===== config.mk =====
export PLATFORM = sky130hd
export DESIGN_NAME = fpu_ctl_decode
export DESIGN_NICKNAME = d
export VERILOG_FILES = /design/src/rtl/fpu_dec_pkg.sv /design/src/rtl/fpu_dec_field.sv /design/src/rtl/fpu_dec_status.sv /design/src/rtl/fpu_dec_size.sv /design/src/rtl/fpu_ctl_decode.sv
export SDC_FILE = /design/constraint.sdc
export NUM_CORES = 1
export LEC_CHECK = 0
export ABC_AREA = 1
export BUFFER_PORTS_ARGS = -buffer_cell sky130_fd_sc_hd__buf_4
export CAP_MARGIN = 10
export CELL_PAD_IN_SITES_DETAIL_PLACEMENT = 2
export CELL_PAD_IN_SITES_GLOBAL_PLACEMENT = 2
export CORE_UTILIZATION = 25
export CTS_CLUSTER_DIAMETER = 50
export DETAILED_ROUTE_END_ITERATION = 7
export PLACE_DENSITY = 0.83
export SETUP_SLACK_MARGIN = 0.05
export SYNTH_ARGS = -nofsm -noshare
export SYNTH_HDL_FRONTEND = slang
export SYNTH_SLANG_ARGS = --single-unit

===== constraint.sdc =====
create_clock -name clk -period 2 [get_ports clk]
set_input_delay 0.2 -clock clk [delete_from_list [all_inputs] [get_ports clk]]
set_output_delay 0.2 -clock clk [all_outputs]
set_load 0.02 [all_outputs]

===== src/rtl/fpu_dec_pkg.sv =====
package fpu_dec_pkg;
   typedef enum logic [4:0] {
      OP_NONE  = 5'd0,  OP_SADD  = 5'd1,  OP_SSUB  = 5'd2,  OP_SMUL  = 5'd3,
      OP_SDIV  = 5'd4,  OP_CCOPY = 5'd5,  OP_SGL   = 5'd6,  OP_DBL   = 5'd7,
      OP_SHRT  = 5'd8,  OP_LONG  = 5'd9,  OP_LDST  = 5'd10, OP_STST  = 5'd11,
      OP_STXS  = 5'd12, OP_CLR   = 5'd13, OP_TST   = 5'd14, OP_ABS   = 5'd15,
      OP_NEG   = 5'd16, OP_MUL   = 5'd17, OP_MOD   = 5'd18, OP_ADD   = 5'd19,
      OP_LD    = 5'd20, OP_SUB   = 5'd21, OP_CMP   = 5'd22, OP_ST    = 5'd23,
      OP_DIV   = 5'd24, OP_STX   = 5'd25, OP_CVTI  = 5'd26, OP_CVSF  = 5'd27,
      OP_LDX   = 5'd28, OP_LDI   = 5'd29, OP_LDSF  = 5'd30
   } op_e;
endpackage


===== src/rtl/fpu_dec_field.sv =====
module fpu_dec_field
   import fpu_dec_pkg::*;
#(
   parameter int W      = 16,
   parameter bit STK_EN = 1'b1
) (
   input  logic [W-1:0] word,
   output op_e          op,
   output logic         grp_stack,
   output logic         grp_mode,
   output logic         grp_oper
);
   localparam logic [W-1:0] CLS_MASK = W'(16'o177700);
   localparam logic [W-1:0] SUB_MASK = W'(16'o177400);

   logic [W-1:0] cls;
   op_e          stk_op;
   op_e          gen_op;

   assign cls = word & CLS_MASK;

   generate
      if (STK_EN) begin : g_stack
         always_comb begin
            case (word[W-1:3])
               13'o07500: stk_op = OP_SADD;
               13'o07501: stk_op = OP_SSUB;
               13'o07502: stk_op = OP_SMUL;
               13'o07503: stk_op = OP_SDIV;
               default:   stk_op = OP_NONE;
            endcase
         end
      end else begin : g_nostack
         assign stk_op = OP_NONE;
      end
   endgenerate

   always_comb begin
      gen_op = OP_NONE;
      case (cls)
         16'o170000: begin
            case (word)
               16'o170000: gen_op = OP_CCOPY;
               16'o170001: gen_op = OP_SGL;
               16'o170011: gen_op = OP_DBL;
               16'o170002: gen_op = OP_SHRT;
               16'o170012: gen_op = OP_LONG;
               default:    gen_op = OP_NONE;
            endcase
         end
         16'o170100: gen_op = OP_LDST;
         16'o170200: gen_op = OP_STST;
         16'o170300: gen_op = OP_STXS;
         16'o170400: gen_op = OP_CLR;
         16'o170500: gen_op = OP_TST;
         16'o170600: gen_op = OP_ABS;
         16'o170700: gen_op = OP_NEG;
         default: begin
            case (word & SUB_MASK)
               16'o171000: gen_op = OP_MUL;
               16'o171400: gen_op = OP_MOD;
               16'o172000: gen_op = OP_ADD;
               16'o172400: gen_op = OP_LD;
               16'o173000: gen_op = OP_SUB;
               16'o173400: gen_op = OP_CMP;
               16'o174000: gen_op = OP_ST;
               16'o174400: gen_op = OP_DIV;
               16'o175000: gen_op = OP_STX;
               16'o175400: gen_op = OP_CVTI;
               16'o176000: gen_op = OP_CVSF;
               16'o176400: gen_op = OP_LDX;
               16'o177000: gen_op = OP_LDI;
               16'o177400: gen_op = OP_LDSF;
               default:    gen_op = OP_NONE;
            endcase
         end
      endcase
   end

   assign op        = (stk_op != OP_NONE) ? stk_op : gen_op;
   assign grp_stack = (op >= OP_SADD)  && (op <= OP_SDIV);
   assign grp_mode  = (op >= OP_CCOPY) && (op <= OP_LONG);
   assign grp_oper  = (op >= OP_LDST);

   always_comb begin
      a_r3_stack_class : assert (!grp_stack || (cls == W'(16'o075000)));
   end
endmodule


===== src/rtl/fpu_dec_status.sv =====
module fpu_dec_status
   import fpu_dec_pkg::*;
#(
   parameter int          W       = 16,
   parameter logic [15:0] RST_VAL = 16'o000300,
   parameter int          DBL_POS = 7,
   parameter int          LNG_POS = 6
) (
   input  logic         clk,
   input  logic         rst_n,
   input  logic         upd_en,
   input  op_e          op,
   input  logic [W-1:0] ld_data,
   output logic [W-1:0] fps
);
   always_ff @(posedge clk or negedge rst_n) begin
      if (!rst_n) begin
         fps <= W'(RST_VAL);
      end else if (upd_en) begin
         case (op)
            OP_SGL:  fps[DBL_POS] <= 1'b0;
            OP_DBL:  fps[DBL_POS] <= 1'b1;
            OP_SHRT: fps[LNG_POS] <= 1'b0;
            OP_LONG: fps[LNG_POS] <= 1'b1;
            OP_LDST: fps          <= ld_data;
            default: ;
         endcase
      end
   end

   a_r12_idle_hold : assert property (@(posedge clk) disable iff (!rst_n)
      !upd_en |=> fps == $past(fps));
   a_r12_other_hold : assert property (@(posedge clk) disable iff (!rst_n)
      (upd_en && !(op inside {OP_SGL, OP_DBL, OP_SHRT, OP_LONG, OP_LDST}))
      |=> fps == $past(fps));
   a_r6_load : assert property (@(posedge clk) disable iff (!rst_n)
      (upd_en && op == OP_LDST) |=> fps == $past(ld_data));
   a_r12_set_dbl : assert property (@(posedge clk) disable iff (!rst_n)
      (upd_en && op == OP_DBL) |=> fps[DBL_POS]);
endmodule


===== src/rtl/fpu_dec_size.sv =====
module fpu_dec_size
   import fpu_dec_pkg::*;
(
   input  op_e        op,
   input  logic       dbl,
   input  logic       lng,
   output logic [3:0] nbytes
);
   always_comb begin
      case (op)
         OP_CLR, OP_TST, OP_ABS, OP_NEG, OP_MUL, OP_MOD, OP_ADD, OP_LD,
         OP_SUB, OP_CMP, OP_ST, OP_DIV:
            nbytes = dbl ? 4'd8 : 4'd4;
         OP_LDST, OP_STST, OP_STX, OP_LDX:
            nbytes = 4'd2;
         OP_CVTI, OP_LDI:
            nbytes = lng ? 4'd4 : 4'd2;
         OP_CVSF, OP_LDSF:
            nbytes = 4'd4;
         default:
            nbytes = 4'd0;
      endcase
   end
endmodule


===== src/rtl/fpu_ctl_decode.sv =====
module fpu_ctl_decode
   import fpu_dec_pkg::*;
#(
   parameter int          W       = 16,
   parameter int          CC_W    = 4,
   parameter bit          STK_EN  = 1'b1,
   parameter logic [15:0] RST_FPS = 16'o000300
) (
   input  logic          clk,
   input  logic          rst_n,
   input  logic          in_valid,
   input  logic [15:0]   in_word,
   input  logic [15:0]   in_src,
   input  logic [15:0]   psw_in,
   output logic          strobe,
   output logic [15:0]   cls_opcode,
   output logic [1:0]    acc_sel,
   output logic [2:0]    addr_mode,
   output logic [2:0]    reg_num,
   output logic          grp_stack,
   output logic          grp_mode,
   output logic          grp_oper,
   output logic          illegal,
   output logic [4:0]    op_sel,
   output logic [3:0]    opnd_bytes,
   output logic [15:0]   fps,
   output logic          dbl_mode,
   output logic          lng_mode,
   output logic [15:0]   psw_out,
   output logic          psw_we,
   output logic [15:0]   res_bus,
   output logic          res_we
);
   localparam int DBL_POS = 7;
   localparam int LNG_POS = 6;

   generate
      if (W != 16) begin : g_bad_w
         $error("fpu_ctl_decode: instruction layout needs W == 16");
      end
      if (CC_W < 1 || CC_W >= W) begin : g_bad_cc
         $error("fpu_ctl_decode: CC_W out of range");
      end
   endgenerate

   logic         st_v;
   logic [15:0]  st_word;
   logic [15:0]  st_src;
   op_e          op;
   logic [3:0]   nbytes;

   always_ff @(posedge clk or negedge rst_n) begin
      if (!rst_n) begin
         st_v    <= 1'b0;
         st_word <= '0;
         st_src  <= '0;
      end else begin
         st_v <= in_valid;
         if (in_valid) begin
            st_word <= in_word;
            st_src  <= in_src;
         end
      end
   end

   fpu_dec_field #(.W(W), .STK_EN(STK_EN)) i_field (
      .word      (st_word),
      .op        (op),
      .grp_stack (grp_stack),
      .grp_mode  (grp_mode),
      .grp_oper  (grp_oper)
   );

   fpu_dec_status #(.W(W), .RST_VAL(RST_FPS), .DBL_POS(DBL_POS),
                    .LNG_POS(LNG_POS)) i_status (
      .clk     (clk),
      .rst_n   (rst_n),
      .upd_en  (st_v),
      .op      (op),
      .ld_data (st_src),
      .fps     (fps)
   );

   assign dbl_mode = fps[DBL_POS];
   assign lng_mode = fps[LNG_POS];

   fpu_dec_size i_size (
      .op     (op),
      .dbl    (dbl_mode),
      .lng    (lng_mode),
      .nbytes (nbytes)
   );

   assign strobe     = st_v;
   assign cls_opcode = st_word & 16'o177700;
   assign acc_sel    = st_word[7:6];
   assign addr_mode  = st_word[5:3];
   assign reg_num    = st_word[2:0];
   assign op_sel     = op;
   assign illegal    = (op == OP_NONE);
   assign opnd_bytes = nbytes;

   assign psw_we  = st_v && (op == OP_CCOPY);
   assign psw_out = psw_we ? {psw_in[15:CC_W], fps[CC_W-1:0]} : psw_in;
   assign res_we  = st_v && (op == OP_STST);
   assign res_bus = res_we ? fps : '0;

   a_r1_strobe : assert property (@(posedge clk) disable iff (!rst_n)
      in_valid |=> strobe);
   a_r1_quiet : assert property (@(posedge clk) disable iff (!rst_n)
      !in_valid |=> !strobe);
   a_r2_one_group : assert property (@(posedge clk) disable iff (!rst_n)
      strobe |-> $onehot({grp_stack, grp_mode, grp_oper, illegal}));
   a_r8_store_keeps : assert property (@(posedge clk) disable iff (!rst_n)
      res_we |=> fps == $past(fps));
   a_r10_no_write : assert property (@(posedge clk) disable iff (!rst_n)
      (strobe && illegal) |-> (!psw_we && !res_we && opnd_bytes == 4'd0));
   a_r10_fps_keep : assert property (@(posedge clk) disable iff (!rst_n)
      (strobe && illegal) |=> fps == $past(fps));
   a_r7_cc_copy : assert property (@(posedge clk) disable iff (!rst_n)
      psw_we |-> (psw_out[CC_W-1:0] == fps[CC_W-1:0] && strobe));
endmodule


==> metrics.md, run 1 <==
| Metric | Value |
|---|---|
| Worst Path Required | `1.80 ns` |
| Hold WC Path Type | `in2reg` |
| Sequential area share after synthesis | `39.6%` |
| GRT Total Usage | `19.6%` |
| Ys Warns | `0` |
| Layout Nets | `625` |
| R2R Setup Slk | `-0.10 ns` |
| Critical path capture point type | `output port` |
| Grt ovf | `0` |
| DRC viols | `0` |
| H-tree depth | `2` |
| Largest net degree at the start of global routing | `51` |
| Final WS setup | `-0.606 ns` |
| CP arrival | `2.41 ns` |
| Antenna violations before repair | `0` |
| TritonCTS clock tree | `built` |
| Synth Area per Inst | `7.75 µm²` |
| Post-Place Cells | `702` |
| Capture point of the worst reg-to-reg path | `i_status.fps[8]` |
| Reg2reg start | `st_word[10]` |
| Buffers on Ports | `109` |
| Antenna Cells | `0` |
| Die X | `113 µm` |
| Drt first-iter violations | `78` |
| Share of layout cells above drive strength 1 | `60.0%` |
| Max clock buf depth | `2` |
| RSZ-0062 raised after global routing | `true` |
| Peak VDD IR | `0.314 mV` |
| Global-route wire length before repair | `19.6 mm` |
| Area grow syn2layout | `74.5%` |
| Worst Setup Path Type | `reg2out` |
| Drt total wl | `15.4 mm` |
| CTS sink cnt | `49` |
| Syn Std Cell Area | `3100 µm²` |
| Num ports | `141` |
| Dpl hpwl | `9.21 mm` |
| Top cell by count, worst path | `nor2_4` |
| Worst clock skew | `0.00853 ns` |
| Failing checks | `negative setup slack` |
| Leakage power | `2.59 nW` |
| Pins Over Slew Limit | `0` |
| Synth async-reset ratio | `100%` |
| Num rows | `40` |
| FMAX | `384 MHz` |
| Clk slew on worst S/H paths | `0.07 ns` |
| Core Area | `12100 µm²` |
| Vias in the first global route | `3732` |
| Number of enable flip-flop cells after synthesis | `0` |
| Vias per inst | `4.64` |
| Finished Layout Cells | `743` |
| Initial Util | `25.7%` |
| Worst path max stage delay | `0.40 ns` |
| Final hold violations | `0` |
| Post-layout util | `44.8%` |
| CP cell instances | `nand2_4, nor2_4, nand2_2, o21ai_4, nor2_2, o21bai_4, nor2_8, nand4_4, clkbuf_16, nor2_4, buf_6` |
| Flops & latches, synth | `49` |
| R2R depth | `13` |
| Via Count | `3444` |
| Cells after Synth | `400` |
| TritonCTS buffer count | `5` |
| Top FF cell, synth | `dfrtp_1` |
| Critical path's slowest cell | `dfrtp_2` |
| Startpoint type of the worst setup path | `flop` |
| Most common cell after layout, fill and taps aside | `buf_4` |
| Antenna Nets Post-Route | `0` |
| Final setup viols | `48` |
| Slew HR | `55.4%` |
| Period utilization | `130%` |
| Gpl congestion | `0.862` |
| Fin crit period | `2.61 ns` |
| Die Y | `113 µm` |
| Most frequent cells in the layout | `154 x buf_4, 57 x nand2_1, 51 x inv_1, 37 x dfrtp_1, 33 x buf_6` |
| Die area | `12900 µm²` |
| DRT Pass-1 Iters | `4` |
| Worst setup path end | `res_bus[13]` |
| PwrDens | `553 nW/µm²` |
| Worst-path maximum fanout | `7` |
| Drt wl/cell | `20.7 µm` |
| CP startpoint | `st_word[15]` |
| Outcome | `finished, violations left` |
| Clk_lat worst skew | `0.30 ns` |
| Worst Max-Slew Pin Slew | `0.669 ns` |
| MaxCap Viol Count | `0` |
| CTS root buf | `clkbuf_16` |
| Dpl ws | `-0.183 ns` |
| Library cells used by synthesis | `37` |
==> logic make-up after synthesis <==
group	Yosys count	share of synthesized area [%]
AND/OR/NAND/NOR	182	30.5
buffers and inverters	96	14.9
AO/OA/AOI/OAI	65	12.3
flip-flops	49	39.6
multiplexers	7	2.54
other	1	0.121
==> stage by stage <==
step                power, mW  setup TNS, ns  cell area, µm²  hold slack, ns
floorplan                1.52         -0.223            3210         -0.0956
global placement         1.81         -0.852            4430           0.265
detailed placement       1.85          -3.27            4430           0.271
CTS                      2.88         -11.49            4850           0.105
global route             3.11         -20.91            5410           0.116
finish                   2.99         -16.96            5410           0.108
==> report_power, final <==
part | switching [mW] | internal, mW
registers | 0.0738 | 1.07
logic | 0.495 | 0.356
clock network | 0.409 | 0.593
total | 0.978 | 2.02
==> sequential cells by signal, indices dropped and copies added (netlist names) <==
register	flops
i_status.fps	16
st_src	16
st_word	16
strobe	1
==> cell type report <==
| cell class | count | area (µm²) |
|---|---|---|
| Multi-Input combinational cell | 261 | 1880 |
| Tap cell | 168 | 210 |
| Clock inverter | 3 | 46.3 |
| Clock buffer | 5 | 125 |
| Fill cell | 1321 | 6650 |
| Inverter | 64 | 258 |
| Sequential cell | 49 | 1240 |
| Timing Repair Buffer | 193 | 1650 |
==> repair_timing <==
action | CTS | global route
resized for setup | 44 | 112
hold endpoints to repair | 47 | 0
setup buffers | 11 | 20
endpoints found under the setup margin | 33 | 50
hold buffers | 1 | 0
cloned | 0 | 4
pin swaps | 10 | 24
==> synth_stat cells, types with 3 or more instances <==
library cell	number	share of area, %
a21oi_1	3	0.48
buf_4	23	5.6
clkbuf_1	8	0.97
dfrtp_1	47	38
inv_1	57	6.9
inv_2	7	0.85
mux2_2	7	2.5
nand2_1	87	11
nand2_2	6	1.2
nand3_1	17	2.7
nand4_1	3	0.61
nor2_1	35	4.2
nor2_2	4	0.81
nor2_4	13	4.7
nor3_1	6	0.97
o21ai_0	48	7.7
==> worst min-delay path by stage <==
stage | start | end | slack [ns] | depth (start not counted)
after floorplan | rst_n | i_status.fps[0] | -0.1 | 0
after global placement | rst_n | st_src[14] | 0.26 | 1
after detailed placement | rst_n | st_word[0] | 0.27 | 1
after CTS | in_src[5] | st_src[5] | 0.11 | 3
after global routing | in_src[5] | st_src[5] | 0.12 | 3
final | in_src[5] | st_src[5] | 0.11 | 3
==> per-layer routing <==
| metal | global-route usage, % | routed length (µm) | vias up |
|---|---|---|---|
| li1 | - | - | 1590 |
| met1 | 21.5 | 5900 | 1712 |
| met2 | 38.7 | 8450 | 108 |
| met3 | 2.89 | 587 | 34 |
| met4 | 5.53 | 435 | 0 |
| met5 | 0 | 0 | - |
==> worst max-delay path: cells and delay by family, from the launching register on <==
kind / cells / cell delay, ns
and+or+nand+nor: 7 / 1.01
DFF: 1 / 0.40
buffers and inverters: 2 / 0.36
AOI/OAI and AO/OA: 2 / 0.32
No activity file was read; power rests on OpenSTA's default activity.
==> run 2: changes to the inputs <==
- CORE_UTILIZATION: 25 -> 26
- PLACE_DENSITY: 0.83 -> 0.82
- SYNTH_HIERARCHICAL: not set -> 1
==> run 2 against run 1 <==
Against the previous run: largest power group unchanged; global-route usage is 4.8 points higher; synthesized cell count is 0.25% higher; final cell count is 5.2% higher; the flow still finishes with violations (negative setup slack).
==> metrics.md, run 2 <==
| Metric | Value |
|---|---|
| Gpl congestion | `0.867` |
| Drt total wl | `18.7 mm` |
| Cells after Synth | `401` |
| Num ports | `141` |
| Initial Util | `27.0%` |
| Vias per inst | `4.72` |
| Post-route cell area | `6210 µm²` |
| Clk_lat worst skew | `0.30 ns` |
| MaxCap Viol Count | `0` |
| Largest net degree at the start of global routing | `50` |
| Max clock buf depth | `2` |
| Vias in the first global route | `4085` |
| Worst-path maximum fanout | `15` |
| Number of enable flip-flop cells after synthesis | `0` |
| Top cell type's share of synthesized area | `35.6%` |
| Outcome | `finished, violations left` |
| CP bufs+invs | `3` |
| Final hold violations | `0` |
| Clk slew on worst S/H paths | `0.08 ns` |
| Count leader, synth | `nand2_1` |
| Met3 global-route usage | `2.22%` |
| FMAX | `349 MHz` |
| Failing checks | `negative setup slack` |
| GRT Total Usage | `24.4%` |
| Top FF cell, synth | `dfrtp_1` |
| Met2 Track Usage GR | `48.1%` |
| Antenna violations before repair | `0` |
| Via Count | `3694` |
| DRC viols | `0` |
| Critical path capture point type | `output port` |
| Die Y | `115 µm` |
| TritonCTS clock tree | `built` |
| Final WS setup | `-0.865 ns` |
| Area grow syn2layout | `88.1%` |
| Largest area contributor in the netlist | `dfrtp_1` |
| Final setup viols | `50` |
| Post-Synth XOR/XNOR Area | `0%` |
| Int Power | `2.11 mW` |
| Ys Warns | `6` |
| Hold WC Path Type | `in2reg` |
| CTS root buf | `clkbuf_16` |
| Layout Nets | `664` |
| Dpl ws | `-0.546 ns` |
| Library cells used by synthesis | `31` |
| Antenna Cells | `0` |
| Seq pwr share | `37.2%` |
| Worst Max-Slew Pin Slew | `0.714 ns` |
| Drt first-iter violations | `120` |
| Period utilization | `143%` |
| Startpoint type of the worst setup path | `flop` |
| TritonCTS buffer count | `5` |
| Leakage power | `3.04 nW` |
| Critical path's slowest cell | `dfrtp_2` |
| H-tree depth | `2` |
| Synth async-reset ratio | `100%` |
| Grt ovf | `0` |
| Worst Setup Path Type | `reg2out` |
| Hold_ws | `0.126 ns` |
| Most frequent cells in the layout | `159 x buf_4, 64 x buf_6, 47 x inv_1, 36 x dfrtp_1` |
| Top flop regs | `i_status/fps (16), st_src (16), st_word (16)` |
| Most Used Layer, Global Route | `met2` |
| CTS sink cnt | `49` |
| Placed Area | `4740 µm²` |
| Synth Area per Inst | `8.23 µm²` |
| Worst clock skew | `0.00982 ns` |
| Share of layout cells above drive strength 1 | `72.5%` |
| Mux contribution to synthesized area | `14.3%` |
| Dpl hpwl | `9.00 mm` |
| Clock power share | `27.2%` |
| Switching Share | `35.4%` |
| Crit-path leading delay family | `simple AND/OR/NAND/NOR gates` |
| Buffers on Ports | `109` |
| Drt wl/cell | `24.0 µm` |
| Combinational share of power | `35.6%` |
| Sequential area share after synthesis | `37.2%` |
| Worst Path Required | `1.80 ns` |
| Net switching power | `1.16 mW` |
| Die X | `115 µm` |
| DRT Pass-1 Iters | `4` |
| Num rows | `40` |
| PwrDens | `527 nW/µm²` |
| Setup TNS | `-30.69 ns` |
| RSZ-0062 raised after global routing | `true` |
| Synth top cells by count | `82 x nand2_1, 55 x inv_1, 47 x dfrtp_1, 46 x nor2_1, 30 x mux2_4` |
| CP cell instances | `nor2_4, nand3b_1, nor2_2, nand2_2, o21ai_2, nand2_1, nand4_1, buf_4, nand2_4, nor2_4, nand2_4, buf_12, nor2_2, buf_6` |
| Peak VDD IR | `0.786 mV` |
| Antenna Nets Post-Route | `0` |
| Synth Area in Compound Gates | `5.31%` |
| Core Area | `12200 µm²` |
| Fin crit period | `2.87 ns` |
| Synth top area cells | `dfrtp_1 36%, mux2_4 14%, nand2_1 9.3%` |
| Largest family of logic cells by synthesized area | `simple AND/OR/NAND/NOR gates` |
| Global-route wire length before repair | `23.9 mm` |
| Pins Over Slew Limit | `0` |
| Met1 usage | `27.5%` |
| CP arrival | `2.67 ns` |
| Die area | `13100 µm²` |
| Post-Synth Adder-Cell Area | `0%` |
| Flops & latches, synth | `49` |
| Most common cell after layout, fill and taps aside | `buf_4` |
| Post-synthesis simple-gate area fraction | `27.7%` |
| Syn Std Cell Area | `3300 µm²` |
| Worst path max stage delay | `0.47 ns` |
| Slew HR | `52.4%` |
## run 2: cell types whose count changed after synthesis, sizes merged, moves of 6 or more
| cell | before | now |
|---|---|---|
| buf | 24 | 31 |
| clkbuf | 8 | 0 |
| mux2 | 7 | 32 |
| nand2 | 95 | 89 |
| nor2 | 53 | 64 |
| o21ai | 50 | 21 |
## run 2: power by group through the flow
| stage | clock network, mW | logic (mW) | registers [mW] |
|---|---|---|---|
| after floorplan | 0 | 0.422 | 1.26 |
| after global placement | 0 | 0.806 | 1.20 |
| after detailed placement | 0 | 0.842 | 1.21 |
| after CTS | 0.890 | 1.03 | 1.20 |
| after global routing | 0.927 | 1.22 | 1.22 |
| final | 0.891 | 1.16 | 1.22 |
## run 2: metrics by stage
| stage | std cells | utilization [%] | total power, mW |
|---|---|---|---|
| 2_1_floorplan | 406 | - | 1.68 |
| 3_3_place_gp | 715 | 38.8 | 2.00 |
| 3_5_place_dp | 715 | 38.8 | 2.05 |
| 4_1_cts | 769 | 47.6 | 3.11 |
| 5_1_grt | 782 | 50.8 | 3.37 |
| 6_report | 782 | 50.8 | 3.27 |
## run 2: layout make-up
type / count / area (µm²)
Multi-Input combinational cell: 262 / 2260
Sequential cell: 49 / 1240
Tap cell: 168 / 210
Inverter: 64 / 269
Clock buffer: 6 / 129
Fill cell: 1303 / 6000
Timing Repair Buffer: 231 / 2080
Clock inverter: 2 / 13.8
## run 2: kinds of logic after synthesis
logic type | after synthesis
multiplexers | 32
buffers and inverters | 95
other | 2
flip-flops | 49
AND/OR/NAND/NOR | 196
AO/OA/AOI/OAI | 27
## run 2: what timing repair did
item / CTS / global route
gates resized for setup: 147 / 74
setup endpoints to repair: 50 / 50
gates cloned: 2 / 1
endpoints found under the hold margin: 47 / 0
pin swaps: 27 / 34
buffers inserted: 52 / 17
hold buffers: 1 / 0
## run 2: worst paths after layout
check / cells after the start / from / end / slack, ns
worst max-delay path: 14 / st_word[6] / res_bus[5] / -0.87
worst min-delay path: 2 / in_word[1] / st_word[1] / 0.13
worst max register to register: 17 / st_word[3] / i_status/fps[7] / -0.56
worst min register to register: 1 / st_src[12] / st_src[12] / 0.53
max in group asynchronous: 2 / rst_n / st_word[8] / 0.96
min in group asynchronous: 2 / rst_n / st_word[0] / 0.49
## run 2: routing by layer
metal  routed length [µm]  vias up
met2                10300      116
met3                  567       52
met4                  849        0
li1                     -     1651
met5                    0        -
met1                 7060     1875
